### config.mk
export PLATFORM = sky130hd
export DESIGN_NAME = uart_dport
export DESIGN_NICKNAME = d
export VERILOG_FILES = /design/src/rtl/uart_dport_pkg.sv /design/src/rtl/uart_dport_dec.sv /design/src/rtl/uart_dport_fifo.sv /design/src/rtl/uart_dport.sv
export SDC_FILE = /design/constraint.sdc
export NUM_CORES = 1
export LEC_CHECK = 0
export BUFFER_PORTS_ARGS = -buffer_cell sky130_fd_sc_hd__buf_2
export CORE_AREA = 2 2 299 153
export DETAILED_ROUTE_END_ITERATION = 10
export DIE_AREA = 0 0 301 155
export SLEW_MARGIN = 20
export SYNTH_ARGS = -nofsm -noshare
export SYNTH_HDL_FRONTEND = slang
export SYNTH_HIERARCHICAL = 1
export SYNTH_SLANG_ARGS = --single-unit
### constraint.sdc
create_clock -name clk -period 5 [get_ports clk]
set_clock_uncertainty 0.05 [all_clocks]
set_input_delay 1 -clock clk [delete_from_list [all_inputs] [get_ports clk]]
set_output_delay 1 -clock clk [all_outputs]
set_load 0.01 [all_outputs]
### src/rtl/uart_dport_pkg.sv
package uart_dport_pkg;
    localparam int CHAR_W       = 8;
    localparam int BUS_W        = 32;
    localparam int STS_DR_BIT   = 0;
    localparam int STS_OE_BIT   = 1;
    localparam int STS_THRE_BIT = 5;

    typedef struct packed {
        logic mode_en;
        logic ovr;
    } top_state_t;
endpackage

### src/rtl/uart_dport_dec.sv
module uart_dport_dec #(
    parameter int ADDR_W   = 8,
    parameter int WIN_BASE = 'h30,
    parameter int WIN_CNT  = 16,
    parameter int STS_OFF  = 'h14
) (
    input  logic              sel,
    input  logic              wr,
    input  logic [ADDR_W-1:0] addr,
    output logic              win_rd,
    output logic              win_wr,
    output logic              sts_rd
);
    localparam int WIN_END = WIN_BASE + 4 * WIN_CNT;

    logic in_win;

    always_comb begin
        in_win = (int'(addr) >= WIN_BASE) && (int'(addr) < WIN_END);
        win_rd = sel && !wr && in_win;
        win_wr = sel && wr && in_win;
        sts_rd = sel && !wr && (int'(addr) == STS_OFF);
    end
endmodule

### src/rtl/uart_dport_fifo.sv
module uart_dport_fifo #(
    parameter int DEPTH = 16
) (
    input  logic       clk,
    input  logic       rst_n,
    input  logic       flush,
    input  logic       single,
    input  logic       push,
    input  logic       pop,
    input  logic [7:0] din,
    output logic [7:0] dout,
    output logic       empty,
    output logic       drop
);
    localparam int PTR_W = (DEPTH > 1) ? $clog2(DEPTH) : 1;
    localparam int CNT_W = $clog2(DEPTH + 1);

    typedef struct packed {
        logic [DEPTH-1:0][7:0] mem;
        logic [PTR_W-1:0]      rd;
        logic [PTR_W-1:0]      wr;
        logic [CNT_W-1:0]      cnt;
    } fifo_t;

    fifo_t st_d, st_q;

    logic             do_pop;
    logic             full;
    logic             take;
    logic [CNT_W-1:0] cap;

    function automatic logic [PTR_W-1:0] nxt(input logic [PTR_W-1:0] p);
        return (p == PTR_W'(DEPTH - 1)) ? '0 : p + 1'b1;
    endfunction

    always_comb begin
        st_d   = st_q;
        cap    = single ? CNT_W'(1) : CNT_W'(DEPTH);
        do_pop = pop && (st_q.cnt != '0) && !flush;
        full   = st_q.cnt >= cap;
        take   = push && !flush && (!full || do_pop);
        drop   = push && !flush && full && !do_pop;
        if (flush) begin
            st_d.rd  = '0;
            st_d.wr  = '0;
            st_d.cnt = '0;
        end else begin
            if (do_pop) begin
                st_d.rd = nxt(st_q.rd);
            end
            if (take) begin
                st_d.mem[st_q.wr] = din;
                st_d.wr           = nxt(st_q.wr);
            end else if (drop && single) begin
                st_d.mem[st_q.rd] = din;
            end
            st_d.cnt = st_q.cnt + CNT_W'(take) - CNT_W'(do_pop);
        end
    end

    always_ff @(posedge clk or negedge rst_n) begin
        if (!rst_n) begin
            st_q <= '0;
        end else begin
            st_q <= st_d;
        end
    end

    assign empty = (st_q.cnt == '0);
    assign dout  = empty ? 8'h00 : st_q.mem[st_q.rd];
endmodule

### src/rtl/uart_dport.sv
module uart_dport
    import uart_dport_pkg::*;
#(
    parameter int DEPTH    = 16,
    parameter int ADDR_W   = 8,
    parameter int WIN_BASE = 'h30,
    parameter int WIN_CNT  = 16,
    parameter int STS_OFF  = 'h14,
    parameter bit ALIAS_EN = 1'b1
) (
    input  logic              clk,
    input  logic              rst_n,
    input  logic              fifo_en,
    input  logic              bus_sel,
    input  logic              bus_wr,
    input  logic [ADDR_W-1:0] bus_addr,
    input  logic [31:0]       bus_wdata,
    output logic [31:0]       bus_rdata,
    input  logic              rx_valid,
    input  logic [7:0]        rx_char,
    input  logic              tx_pop,
    output logic              tx_avail,
    output logic [7:0]        tx_char,
    output logic              dr,
    output logic              thre,
    output logic              overrun
);
    top_state_t st_d, st_q;

    logic       win_rd_raw, win_wr_raw, sts_rd;
    logic       win_rd, win_wr;
    logic       flush;
    logic       rx_empty, tx_empty, rx_drop, tx_drop;
    logic [7:0] rx_head;
    logic       en_q;

    uart_dport_dec #(
        .ADDR_W  (ADDR_W),
        .WIN_BASE(WIN_BASE),
        .WIN_CNT (WIN_CNT),
        .STS_OFF (STS_OFF)
    ) u_dec (
        .sel   (bus_sel),
        .wr    (bus_wr),
        .addr  (bus_addr),
        .win_rd(win_rd_raw),
        .win_wr(win_wr_raw),
        .sts_rd(sts_rd)
    );

    assign win_rd = win_rd_raw && ALIAS_EN;
    assign win_wr = win_wr_raw && ALIAS_EN;
    assign flush  = (fifo_en != st_q.mode_en);
    assign en_q   = st_q.mode_en;

    uart_dport_fifo #(.DEPTH(DEPTH)) u_rxq (
        .clk   (clk),
        .rst_n (rst_n),
        .flush (flush),
        .single(!fifo_en),
        .push  (rx_valid),
        .pop   (win_rd),
        .din   (rx_char),
        .dout  (rx_head),
        .empty (rx_empty),
        .drop  (rx_drop)
    );

    uart_dport_fifo #(.DEPTH(DEPTH)) u_txq (
        .clk   (clk),
        .rst_n (rst_n),
        .flush (flush),
        .single(!fifo_en),
        .push  (win_wr),
        .pop   (tx_pop),
        .din   (bus_wdata[7:0]),
        .dout  (tx_char),
        .empty (tx_empty),
        .drop  (tx_drop)
    );

    always_comb begin
        st_d         = st_q;
        st_d.mode_en = fifo_en;
        st_d.ovr     = rx_drop || (st_q.ovr && !sts_rd);
    end

    always_ff @(posedge clk or negedge rst_n) begin
        if (!rst_n) begin
            st_q <= '0;
        end else begin
            st_q <= st_d;
        end
    end

    assign dr       = !rx_empty;
    assign thre     = tx_empty;
    assign tx_avail = !tx_empty;
    assign overrun  = st_q.ovr;

    always_comb begin
        bus_rdata = '0;
        if (win_rd_raw) begin
            if (ALIAS_EN) begin
                bus_rdata[7:0] = rx_head;
            end
        end else if (sts_rd) begin
            bus_rdata[STS_DR_BIT]   = !rx_empty;
            bus_rdata[STS_OE_BIT]   = st_q.ovr;
            bus_rdata[STS_THRE_BIT] = tx_empty;
        end
    end
endmodule

Yosys cells after proc, flatten, opt, wreduce, memory -nomap -nowiden
Index checks and enable logic that the tools add are counted.

storage, ports and cells
  input port bits = 55
  logic and storage cells = 156
  register bits = 284

cells by class
  muxes and demuxes = 39
  reductions and logical operators = 50
  bitwise logic cells = 1
  order comparisons = 12
  add/subtract/negate cells = 8
  equality and inequality tests = 6

operator list
  cell                                                                                 count
  128-bit bitwise mux                                                                  4
  128-bit 2-to-1 mux                                                                   4
  8-bit demux with 4-bit select                                                        4
  8-bit binary-select mux with 4-bit select                                            2
  8-bit 2-to-1 mux                                                                     8
  4-bit 2-to-1 mux                                                                     8
  13-bit 2-to-1 mux                                                                    2
  1-bit logical AND                                                                    25
  4-bit by 5-bit < comparator with 1-bit output, second input constant                 4
  4-bit by 1-bit adder with 4-bit output, second input constant                        4
  4-bit == test, second input constant                                                 4
  4-bit by 1-bit greater-or-equal comparator with 1-bit output, second input constant  4
  2-bit nonzero test                                                                   6
  5-bit by 1-bit adder with 5-bit output                                               2
  5-bit greater-or-equal comparator                                                    2
  1-bit zero test                                                                      10
  5-bit zero test                                                                      2
  5-bit nonzero test                                                                   2
  5-bit by 1-bit subtractor with 5-bit output                                          2
  8-bit by 6-bit == test with 1-bit output, second input constant                      1
  8-bit by 6-bit greater-or-equal comparator with 1-bit output, second input constant  1
  8-bit by 7-bit < comparator with 1-bit output, second input constant                 1
  2-bit 2-to-1 mux                                                                     3
  5-bit 2-to-1 mux                                                                     1
  other kinds (6)                                                                      10

Logic depth before layout (Yosys ltp)
  word-level depth = 10
  depth in mapped cells = 16
  depth with buffers taken out = 14

By module
Netlist, hierarchy kept.

by module, submodules not included
  module                    times used  seq. area each (sq um)  cells each  area each (sq um)
  uart_dport_fifo at u_txq  1           3,528.4                 506         7,541.0
  uart_dport_fifo at u_rxq  1           3,528.4                 504         7,348.3
  uart_dport                1           50.0                    45          354.1
  uart_dport_dec            1           0.0                     9           67.6

Least setup slack after synthesis
Ideal clock, no wire load.

  path type = input to register
  start = in bus_wr
  end = reg u_rxq/st_q[4] (netlist bit)
  arrival time = 3,823 ps
  cell stages on the path = 13
  buffers on the path = 1
  data required time = 4,872 ps
  slack = 1,049 ps
  library setup time = 78 ps
  path through = or3b_1 -> a21oi_1 -> nand4b_2 -> o31a_4 -> buf_6 -> ha_1 -> inv_1 -> ha_1 -> fa_1 -> a21oi_1 -> nor2_1 -> or3_1 -> a21oi_1

RTL lines
  element               RTL line               source
  from (decl)           uart_dport.sv:15       input logic bus_wr,
  to (signal assigned)  uart_dport_fifo.sv:65  st_q <= st_d;
  to (decl)             uart_dport_fifo.sv:25  fifo_t st_d, st_q;

Worst setup path after layout
  start = reg u_rxq/st_q[2] (netlist bit)
  end = out bus_rdata[5]

between the ends
  word-level cells in the longest chain between the ends = 3

ends and longest elaborated chain
  element           RTL line               source
  5-bit zero test   uart_dport_fifo.sv:69  assign empty = (st_q.cnt == '0);
  8-bit 2-to-1 mux  uart_dport_fifo.sv:70  assign dout = empty ? 8'h00 : st_q.mem[st_q.rd];
  net rx_head[5]    uart_dport.sv:34       logic [7:0] rx_head;
  1-bit 2-to-1 mux  uart_dport.sv:103      if (win_rd_raw) begin
  to (decl)         uart_dport.sv:18       output logic [31:0] bus_rdata,

The timed path passes the listed nets, and every way through them passes these cells.

==> summary.md <==
| Metric | Value |
|---|---|
| Status | finished, final reports clean |
| Fillers | a little over 4,000 |
| WL/cell | just over 20 um |
| Pwr dens | between 300 and 400 nW/um2 |
| DR pass1 iterations | 5 |
| Clock sinks | 284 |
| Maximum fanout along the worst path | 8 |
| Critical path data arrival time | ~2.9 ns |
| Clock insertion delay at the later pin of the skew report | ~0.57 ns |
| Worst-path clk slew | ~0.070 ns |
| # Post-CTS Setup Buffers | 0 |
| P_sw | roughly 1800 uW |
| Die Span X | 301 um |
| Root Buffer | clkbuf_16 |
| Initial drt markers | 680 |
| Cts repair resizes | 0 |
| Avg Inst Size Synth | 14.4 um2 |
| Post-cts hold buffer count | 0 |
| Htree depth | 1 |
| CP peak stage delay | approximately 0.52 ns |
| Antenna-violating nets left | 0 |
| Num rows | 55 |
| Largest net degree at the start of global routing | about 110 |
| CTS tree | done |
| Cells after Synth | about 1,100 |
| Crit Path Category | flop to output port |
| Hold Vio Cnt, Final | 0 |
| RSZ-0062 raised after global routing | no |
| # Max-Cap Violations | 0 |
| # DRC | 0 |
| F_max | approximately 250 MHz |
| HPWL Detailed | about 24,000 um |
| Pint | around 4500 uW |
| Core area | between 40,000 and 50,000 um2 |
| Clk buf depth | 3 |
| Crit share post-route | approximately 79% |
| # IOs | 99 |
| CP Capture Type | output port |
| Die Footprint | between 40,000 and 50,000 um2 |
| Synth warn | 6 |
| Pleak | roughly 0.0077 uW |
| Hold WC Path Type | input port to asynchronous set/reset pin |
| Final #Nets | about 1,200 |
| Die Y | around 160 um |
| Num CTS Buffers | 29 |
| Grt total ovfl | 0 |
| R2R setup slack | 1.66 ns |
| WL final | 34,800 um |
| Combinational Power Share | a little under a quarter |
| Area Growth Syn to Fin | 11.7% |
| Number of global-route vias before repair | about 9,000 |
| Routability congestion estimate | slightly above 0.8 |
| First-pass GRT wire length | between 50,000 and 60,000 um |
| Setup-failing EPs final | 0 |
| GRT Total Usage | 15.1% |
| Initial antenna violation count | 0 |
| Starting Density | about a third |
| R2r endpoint | u_txq/st_q[4]$_DFF_PN0_ |
| Routed vias/inst | 5.08 |
| Slew margin rel. | 40.4% |
| Worst setup SP type | flop |
| Max VDD drop | around 0.19 mV |
| Routed via count | ~8,800 |
| Sw Ratio | 28.8% |
| Least-Margin Pin Slew | 0.894 ns |
| Port buffer count | 50 |
| Power share of the clock group | 35.0% |
| Reg2Reg Depth | 13 |
| Sequential share of power | a little over two fifths |
| Pwr Total | roughly 6400 uW |
| WP data required | about 4.0 ns |
| Tmin final | roughly 4 ns |
| Setup_tns | 0 ns |
| Layout cells sized above 1 | between 40% and 50% |
| Mapped Area | around 15,000 um2 |
| RR Startpoint | en_q$_DFF_PN0_ |
| Final Slew Violations | 0 |
| # diodes | 0 |
| Cell Chain, Critical Path | inv_1, ha_1, or4b_4, or2b_1, o22ai_1, nand2_1, o21ai_2, buf_2 |
| Slowest library cell on the worst path | or4b_4 |
[layer usage]
layer  track usage [%]  vias to the layer above  part of all wire, %
met5                 0                        -                    0
met4              3.01                        0                  1.6
met3              2.92                       39                  5.8
met2              18.9                      211                   38
met1              25.8                     4606                   55
li1                  -                     3904                    -
[worst max-delay path, delay by kind of cell, from the launching register on]
family / cells / cell delay, ns
simple gates: 3 / 1.20
flops: 1 / 0.39
compound gates: 2 / 0.31
buf+inv: 2 / 0.27
fa+ha+maj: 1 / 0.18
[worst max-delay path by stage]
stage,end,start,depth (start not counted)
after floorplan,u_rxq/st_q[4]$_DFF_PN0_,bus_wr,13
final,bus_rdata[5],u_rxq/st_q[2]$_DFF_PN0_,8
after global routing,tx_char[1],u_txq/st_q[9]$_DFFE_PN0P_,5
after CTS,tx_char[1],u_txq/st_q[9]$_DFFE_PN0P_,5
after detailed placement,u_txq/st_q[4]$_DFF_PN0_,bus_addr[5],14
after global placement,u_txq/st_q[4]$_DFF_PN0_,bus_addr[5],14
[sequential cells by signal, summed over array words and instances (netlist names)]
register    count
en_q            1
u_txq/st_q    141
u_rxq/st_q    141
overrun         1
[layout by cell type (no fill, tap or decap), types with 5 or more instances in the layout]
| cell | n |
|---|---|
| clkbuf_8 | 5 |
| mux2i_4 | 23 |
| nor3b_1 | 5 |
| mux2_1 | 15 |
| ha_1 | 36 |
| buf_2 | 49 |
| dfrtp_1 | 282 |
| o22ai_1 | 16 |
| buf_4 | 13 |
| xor2_1 | 6 |
| mux2i_1 | 34 |
| and2_2 | 7 |
| mux2_2 | 142 |
| clkbuf_1 | 8 |
| conb_1 | 24 |
| nand3b_1 | 9 |
| mux2_4 | 109 |
| a21oi_1 | 18 |
| nand2_1 | 62 |
| clkbuf_16 | 29 |
| inv_1 | 33 |
| nor2_1 | 30 |
| mux4_2 | 64 |
| nand3_1 | 17 |
| nor2b_1 | 16 |
[layout make-up]
cell class | instances | area (um2) | share of cell area, %
clock buffer | 42 | 825 | 4.83
clock inverter | 12 | 151 | 0.886
inverter | 33 | 124 | 0.725
multi-input combinational | 690 | 7730 | 45.2
sequential | 284 | 7110 | 41.6
tap | 598 | 748 | 4.38
timing repair buffer | 65 | 398 | 2.33
[metrics by stage]
stage	cell area (um2)	utilization (%)	std cells	setup WS, ns	hold WS (ns)
after floorplan	15400	-	1084	1.05	0.402
after global placement	16100	36.3	1670	0.904	0.413
after detailed placement	16100	36.3	1670	0.858	0.423
after CTS	17100	38.5	1724	0.965	0.438
after global routing	17100	38.5	1724	0.825	0.460
final	17100	38.5	1724	1.04	0.430
[power by group through the flow]
stage	registers, uW	clock network (uW)	logic [uW]
floorplan	2640	0	1140
global placement	2720	0	1440
detailed placement	2720	0	1470
CTS	2680	2310	1480
global route	2710	2410	1600
finish	2680	2230	1460
Power figures use the tool's default switching activity.
